[src/rtl/cmp_timer.sv]
module cmp_timer #(
  parameter int CW = 16,
  parameter int AW = 2
) (
  input  logic          clk,
  input  logic          rst_n,
  input  logic          wr_en,
  input  logic [AW-1:0] wr_addr,
  input  logic [CW-1:0] wr_data,
  input  logic          trig,
  output logic          ch_out,
  output logic          cmp_evt,
  output logic          upd_evt
);
  localparam logic [AW-1:0] A_CTRL = AW'(0);
  localparam logic [AW-1:0] A_PSC  = AW'(1);
  localparam logic [AW-1:0] A_ARR  = AW'(2);
  localparam logic [AW-1:0] A_CCR  = AW'(3);
  localparam logic [2:0] M_FRZ = 3'd0, M_SET = 3'd1, M_CLR = 3'd2, M_TGL = 3'd3,
                         M_PWA = 3'd6, M_PWB = 3'd7;

  logic          en, opm, op_run, oc_pin;
  logic [2:0]    mode;
  logic [CW-1:0] psc_pre, arr_pre, ccr_pre;
  logic [CW-1:0] psc_act, arr_act, ccr_act;
  logic [CW-1:0] pc, cnt;

  logic          running, tick, wrap, hit;
  logic [CW-1:0] cnt_nx, ccr_nx;

  assign running = en & (~opm | op_run);
  assign tick    = running & (pc == psc_act);
  assign wrap    = tick & (cnt == arr_act);
  assign cnt_nx  = wrap ? '0 : CW'(cnt + 1'b1);
  assign ccr_nx  = wrap ? ccr_pre : ccr_act;
  assign hit     = tick & (cnt_nx == ccr_nx);

  always_comb begin
    unique case (mode)
      M_PWA:   ch_out = en & (cnt < ccr_act);
      M_PWB:   ch_out = en & (cnt >= ccr_act);
      default: ch_out = en & oc_pin;
    endcase
  end

  always_ff @(posedge clk or negedge rst_n) begin
    if (!rst_n) begin
      en      <= 1'b0;
      opm     <= 1'b0;
      mode    <= M_FRZ;
      psc_pre <= '0;
      arr_pre <= '1;
      ccr_pre <= '0;
    end else if (wr_en) begin
      unique case (wr_addr)
        A_CTRL: begin
          en   <= wr_data[0];
          mode <= wr_data[3:1];
          opm  <= wr_data[4];
        end
        A_PSC:   psc_pre <= wr_data;
        A_ARR:   arr_pre <= wr_data;
        A_CCR:   ccr_pre <= wr_data;
        default: ;
      endcase
    end
  end

  always_ff @(posedge clk or negedge rst_n) begin
    if (!rst_n) begin
      psc_act <= '0;
      arr_act <= '1;
      ccr_act <= '0;
    end else if (!running || wrap) begin
      psc_act <= psc_pre;
      arr_act <= arr_pre;
      ccr_act <= ccr_pre;
    end
  end

  always_ff @(posedge clk or negedge rst_n) begin
    if (!rst_n) begin
      cnt <= '0;
      pc  <= '0;
    end else if (!running) begin
      cnt <= '0;
      pc  <= '0;
    end else if (tick) begin
      cnt <= cnt_nx;
      pc  <= '0;
    end else begin
      pc  <= CW'(pc + 1'b1);
    end
  end

  always_ff @(posedge clk or negedge rst_n) begin
    if (!rst_n)
      op_run <= 1'b0;
    else if (!en || !opm || wrap)
      op_run <= 1'b0;
    else if (trig)
      op_run <= 1'b1;
  end

  always_ff @(posedge clk or negedge rst_n) begin
    if (!rst_n) begin
      oc_pin  <= 1'b0;
      cmp_evt <= 1'b0;
      upd_evt <= 1'b0;
    end else begin
      cmp_evt <= hit;
      upd_evt <= wrap;
      if (!en)
        oc_pin <= 1'b0;
      else if (hit) begin
        unique case (mode)
          M_SET:   oc_pin <= 1'b1;
          M_CLR:   oc_pin <= 1'b0;
          M_TGL:   oc_pin <= ~oc_pin;
          default: ;
        endcase
      end
    end
  end
endmodule

[config.mk]
export PLATFORM = sky130hd
export DESIGN_NAME = cmp_timer
export DESIGN_NICKNAME = d
export VERILOG_FILES = /design/src/rtl/cmp_timer.sv
export SDC_FILE = /design/constraint.sdc
export NUM_CORES = 1
export LEC_CHECK = 0
export CAP_MARGIN = 30
export CORE_MARGIN = 1.5
export CORE_UTILIZATION = 45
export DETAILED_ROUTE_END_ITERATION = 8
export GPL_TIMING_DRIVEN = 0
export PLACE_DENSITY = 0.74
export SLEW_MARGIN = 20
export SYNTH_ARGS = -nofsm -noshare
export SYNTH_HDL_FRONTEND = slang
export SYNTH_SLANG_ARGS = --single-unit
[constraint.sdc]
create_clock -name clk -period 3.05 [get_ports clk]
set_input_delay 0.7625 -clock clk [delete_from_list [all_inputs] [get_ports clk]]
set_output_delay 0.7625 -clock clk [all_outputs]
set_load 0.005 [all_outputs]
==> impl_metrics.toml, run 1 <==
[global_route]
first_global_vias = 4863
grt_usage = 0.215
grt_max_degree = 88
grt_pass1_wl_mm = 26.1
grt_overflow = 0
antenna_found_initial = 0

[final_layout]
regArea_um2 = 3470
num_antenna_cells = 0
stdcell_count = 829
drive_above_1_share = 0.327
multi_input_area_um2 = 3220
syn_to_final_growth_pct = 18.1
nets = 672
n_fill_cell = 1167

[sta]
fin_worst_skew_ns = 0.00786
slew_viol_final = 0
worst_pin_slew_ns = 0.688
fin_crit_ns = 3.30
rsz0062_at_grt = "true"
relSlewSlack = 0.540
setup_viol = 1
max_freq_mhz = 303
fin_crit_sh = 1.08
fin_ws_ns = -0.252
hold_viol_final = 0

[clock_network]
cts.path.max_buffers = 2
clk_latency_ns = 0.41
cts_tree = "built"
root_buffer = "clkbuf_16"
holdBufCountCts = 0
clkSinkCount = 137
cts_buffers = 17
htree_levels = 4
clk_pin_slew_ns = 0.06

[placed_design]
dp_hpwl_mm = 11.6
post-place-ws_ns = -0.512
place.gp.congestion = 0.932
dpl.cell_count = 789
port_buffers = 24

[setup_path]
cp_max_fo = 2
r2r-end = "oc_pin"
path_cells = "inv_2, ha_4, a21o_1, a21oi_2, nor2b_1, o21ai_1, a211oi_2, a211oi_2, mux2i_1, a211oi_1, buf_2"
r2r_slack_ns = 0.12
cp_top_family = "compound AO/OA/AOI/OAI gates"
slowest_stage = "dfrtp_1"
cpPeakStageDelay_ns = 0.42
required_ns = 2.29
cp.depth = 11
ff2ff_path_depth = 10
end_kind = "primary output"
rr_startpoint = "cnt[3]"
cp.arrival_ns = 2.54
path_class = "register to primary output"
critPathMostFrequentCell = "a211oi_2"
cp.buffers_inverters = 2
start_kind = "register"

[die]
dieArea_um2 = 16000
core.rowCount = 44
initial_core_util = 0.466
die_w_um = 126
core_area_um2 = 14700
pin_count = 25
die_h_um = 126

[pwr]
peakVddDrop_uv = 635
p_leak_nw = 3.40
pwr_density_cell_nw_per_um2 = 694

[synth]
synth_area_leader_cell = "dfrtp_1"
synthTopCellsByArea = "dfrtp_1 38%, mux2_2 16%, dfstp_2 12%"
synth_nets = 620
syn_area_per_cell_um2 = 11.8
ys_types = 52
syn_inst = 580
yosysWarningCount = 0
synth.most_common_cell = "dfrtp_1"
ys_ff_latch = 137
synth-edff-count = 0
synth_area_um2 = 6850
seq_area_frac_synth = 0.506
synth_top_area_share = 0.384
synth.top_cells.by_count = "105 x dfrtp_1, 100 x mux2_2, 32 x dfstp_2, 32 x xnor2_1, 32 x xor2_1"
synthArstFlopShare = 1.00
synth_flop_cell = "dfrtp_1"

[outcome]
violations = "setup timing"
status = "finished, violations left"

[drt]
drt-wirelength-per-cell_um = 19.4
num_vias = 4783
finalWirelength_mm = 16.1
first_iter_violations = 361
avgViaCountPerCell = 5.77
first_pass_iters = 5
ant_nets = 0
drcViolationCount = 0

[worst_hold_path]
hold_class = "primary input to asynchronous set/reset pin"

[flow_run]
max_cap_viol_count = 0
cell usage in the layout (no fill, tap or decap), drive strengths merged, types with 6 or more instances in the layout:
| master | count |
|---|---|
| o21ai | 29 |
| nand2 | 28 |
| dfrtp | 105 |
| xor2 | 32 |
| inv | 25 |
| nor2 | 28 |
| nor4 | 15 |
| clkdlybuf4s50 | 22 |
| o31ai | 7 |
| buf | 26 |
| mux2 | 100 |
| xnor2 | 32 |
| and3 | 6 |
| nand3 | 19 |
| nand4 | 10 |
| a21oi | 12 |
| clkbuf | 34 |
| dfstp | 32 |
| ha | 18 |
cell families (layout without fill, tap and decap cells):
group / after synthesis / after routing / share of synthesized area
xor gates and xnor gates: 64 / 64 / 0.0818
buffers and inverters: 49 / 114 / 0.0309
DFF: 137 / 137 / 0.506
and+or+nand+nor: 139 / 139 / 0.115
muxes: 103 / 103 / 0.169
AOI/OAI and AO/OA: 70 / 70 / 0.0638
adders and majority gates: 18 / 18 / 0.0329
metrics by stage:
stage	area, µm²	hold WS [ns]	TNS, ns	power, mW	utilization
after floorplan	6850	0.467	0	3.15	-
after global placement	7320	0.481	-498.13	3.44	0.498
after detailed placement	7350	0.489	-0.815	3.50	0.500
after CTS	8030	0.262	-0.265	5.64	0.546
after global routing	8090	0.267	-0.351	5.87	0.550
final	8090	0.254	-0.252	5.62	0.550
how the worst max path moves through the flow:
stage	from	end	slack (ns)
2_1_floorplan	cnt[1]	oc_pin	0.36
3_3_place_gp	rst_n	ccr_pre[6]	-4.02
3_5_place_dp	ccr_act[9]	ch_out	-0.51
4_1_cts	cnt[9]	ch_out	-0.24
5_1_grt	ccr_act[1]	ch_out	-0.33
6_report	ccr_act[9]	ch_out	-0.25
layout make-up:
class,instances,area share
buffer,27,0.0176
sequential,137,0.429
inverter,21,0.00974
clock buffer,21,0.0636
clock inverter,11,0.0127
timing repair buffer,34,0.0415
tap,184,0.0285
multi-input combinational,394,0.398
state kept, by name, summed over array words and instances, names as in the netlist:
| name | cells |
|---|---|
| arr_act | 16 |
| arr_pre | 16 |
| ccr_act | 16 |
| ccr_pre | 16 |
| cnt | 16 |
| pc | 16 |
| psc_act | 16 |
| psc_pre | 16 |
| mode | 3 |
| cmp_evt | 1 |
| en | 1 |
| oc_pin | 1 |
| op_run | 1 |
| opm | 1 |
| upd_evt | 1 |
layer usage:
layer / wire (µm) / vias up / part of all wire / GRT usage
met2: 7750 / 170 / 0.48 / 0.343
met5: 0 / - / 0 / 0
li1: - / 2159 / - / -
met3: 869 / 33 / 0.054 / 0.0464
met1: 7020 / 2421 / 0.44 / 0.288
met4: 410 / 0 / 0.026 / 0.0832
worst register-to-register path, stage by stage, from the launching register on:
cell and delay (ns):
dfrtp_1 0.37, clkbuf_4 0.21, nand3_2 0.15, buf_6 0.19
or3_1 0.36, a32oi_1 0.22, o2111ai_1 0.20, nor4_1 0.34
o22ai_1 0.17, or4b_1 0.49, a21oi_1 0.16
report_power, final:
group,total (mW),leakage [nW],switching [mW],internal (mW)
clock,2.10,0.306,0.803,1.30
combinational,1.01,1.44,0.469,0.540
sequential,2.51,1.65,0.278,2.23
what timing repair did:
action | 4_1_cts | 5_1_grt
endpoints found under the hold margin | 0 | 0
setup buffers | 5 | 4
resized for setup | 13 | 11
pin swaps | 6 | 9
gates cloned | 0 | 0
endpoints found under the setup margin | 4 | 4
Note: power is estimated with default switching activity, not from simulation.
==> run 2: changes to the inputs <==
Settings changed: CTS_CLUSTER_DIAMETER set to 50.
==> results of run 2 <==
The final DEF is identical to that of run 1; final timing and power are the same.
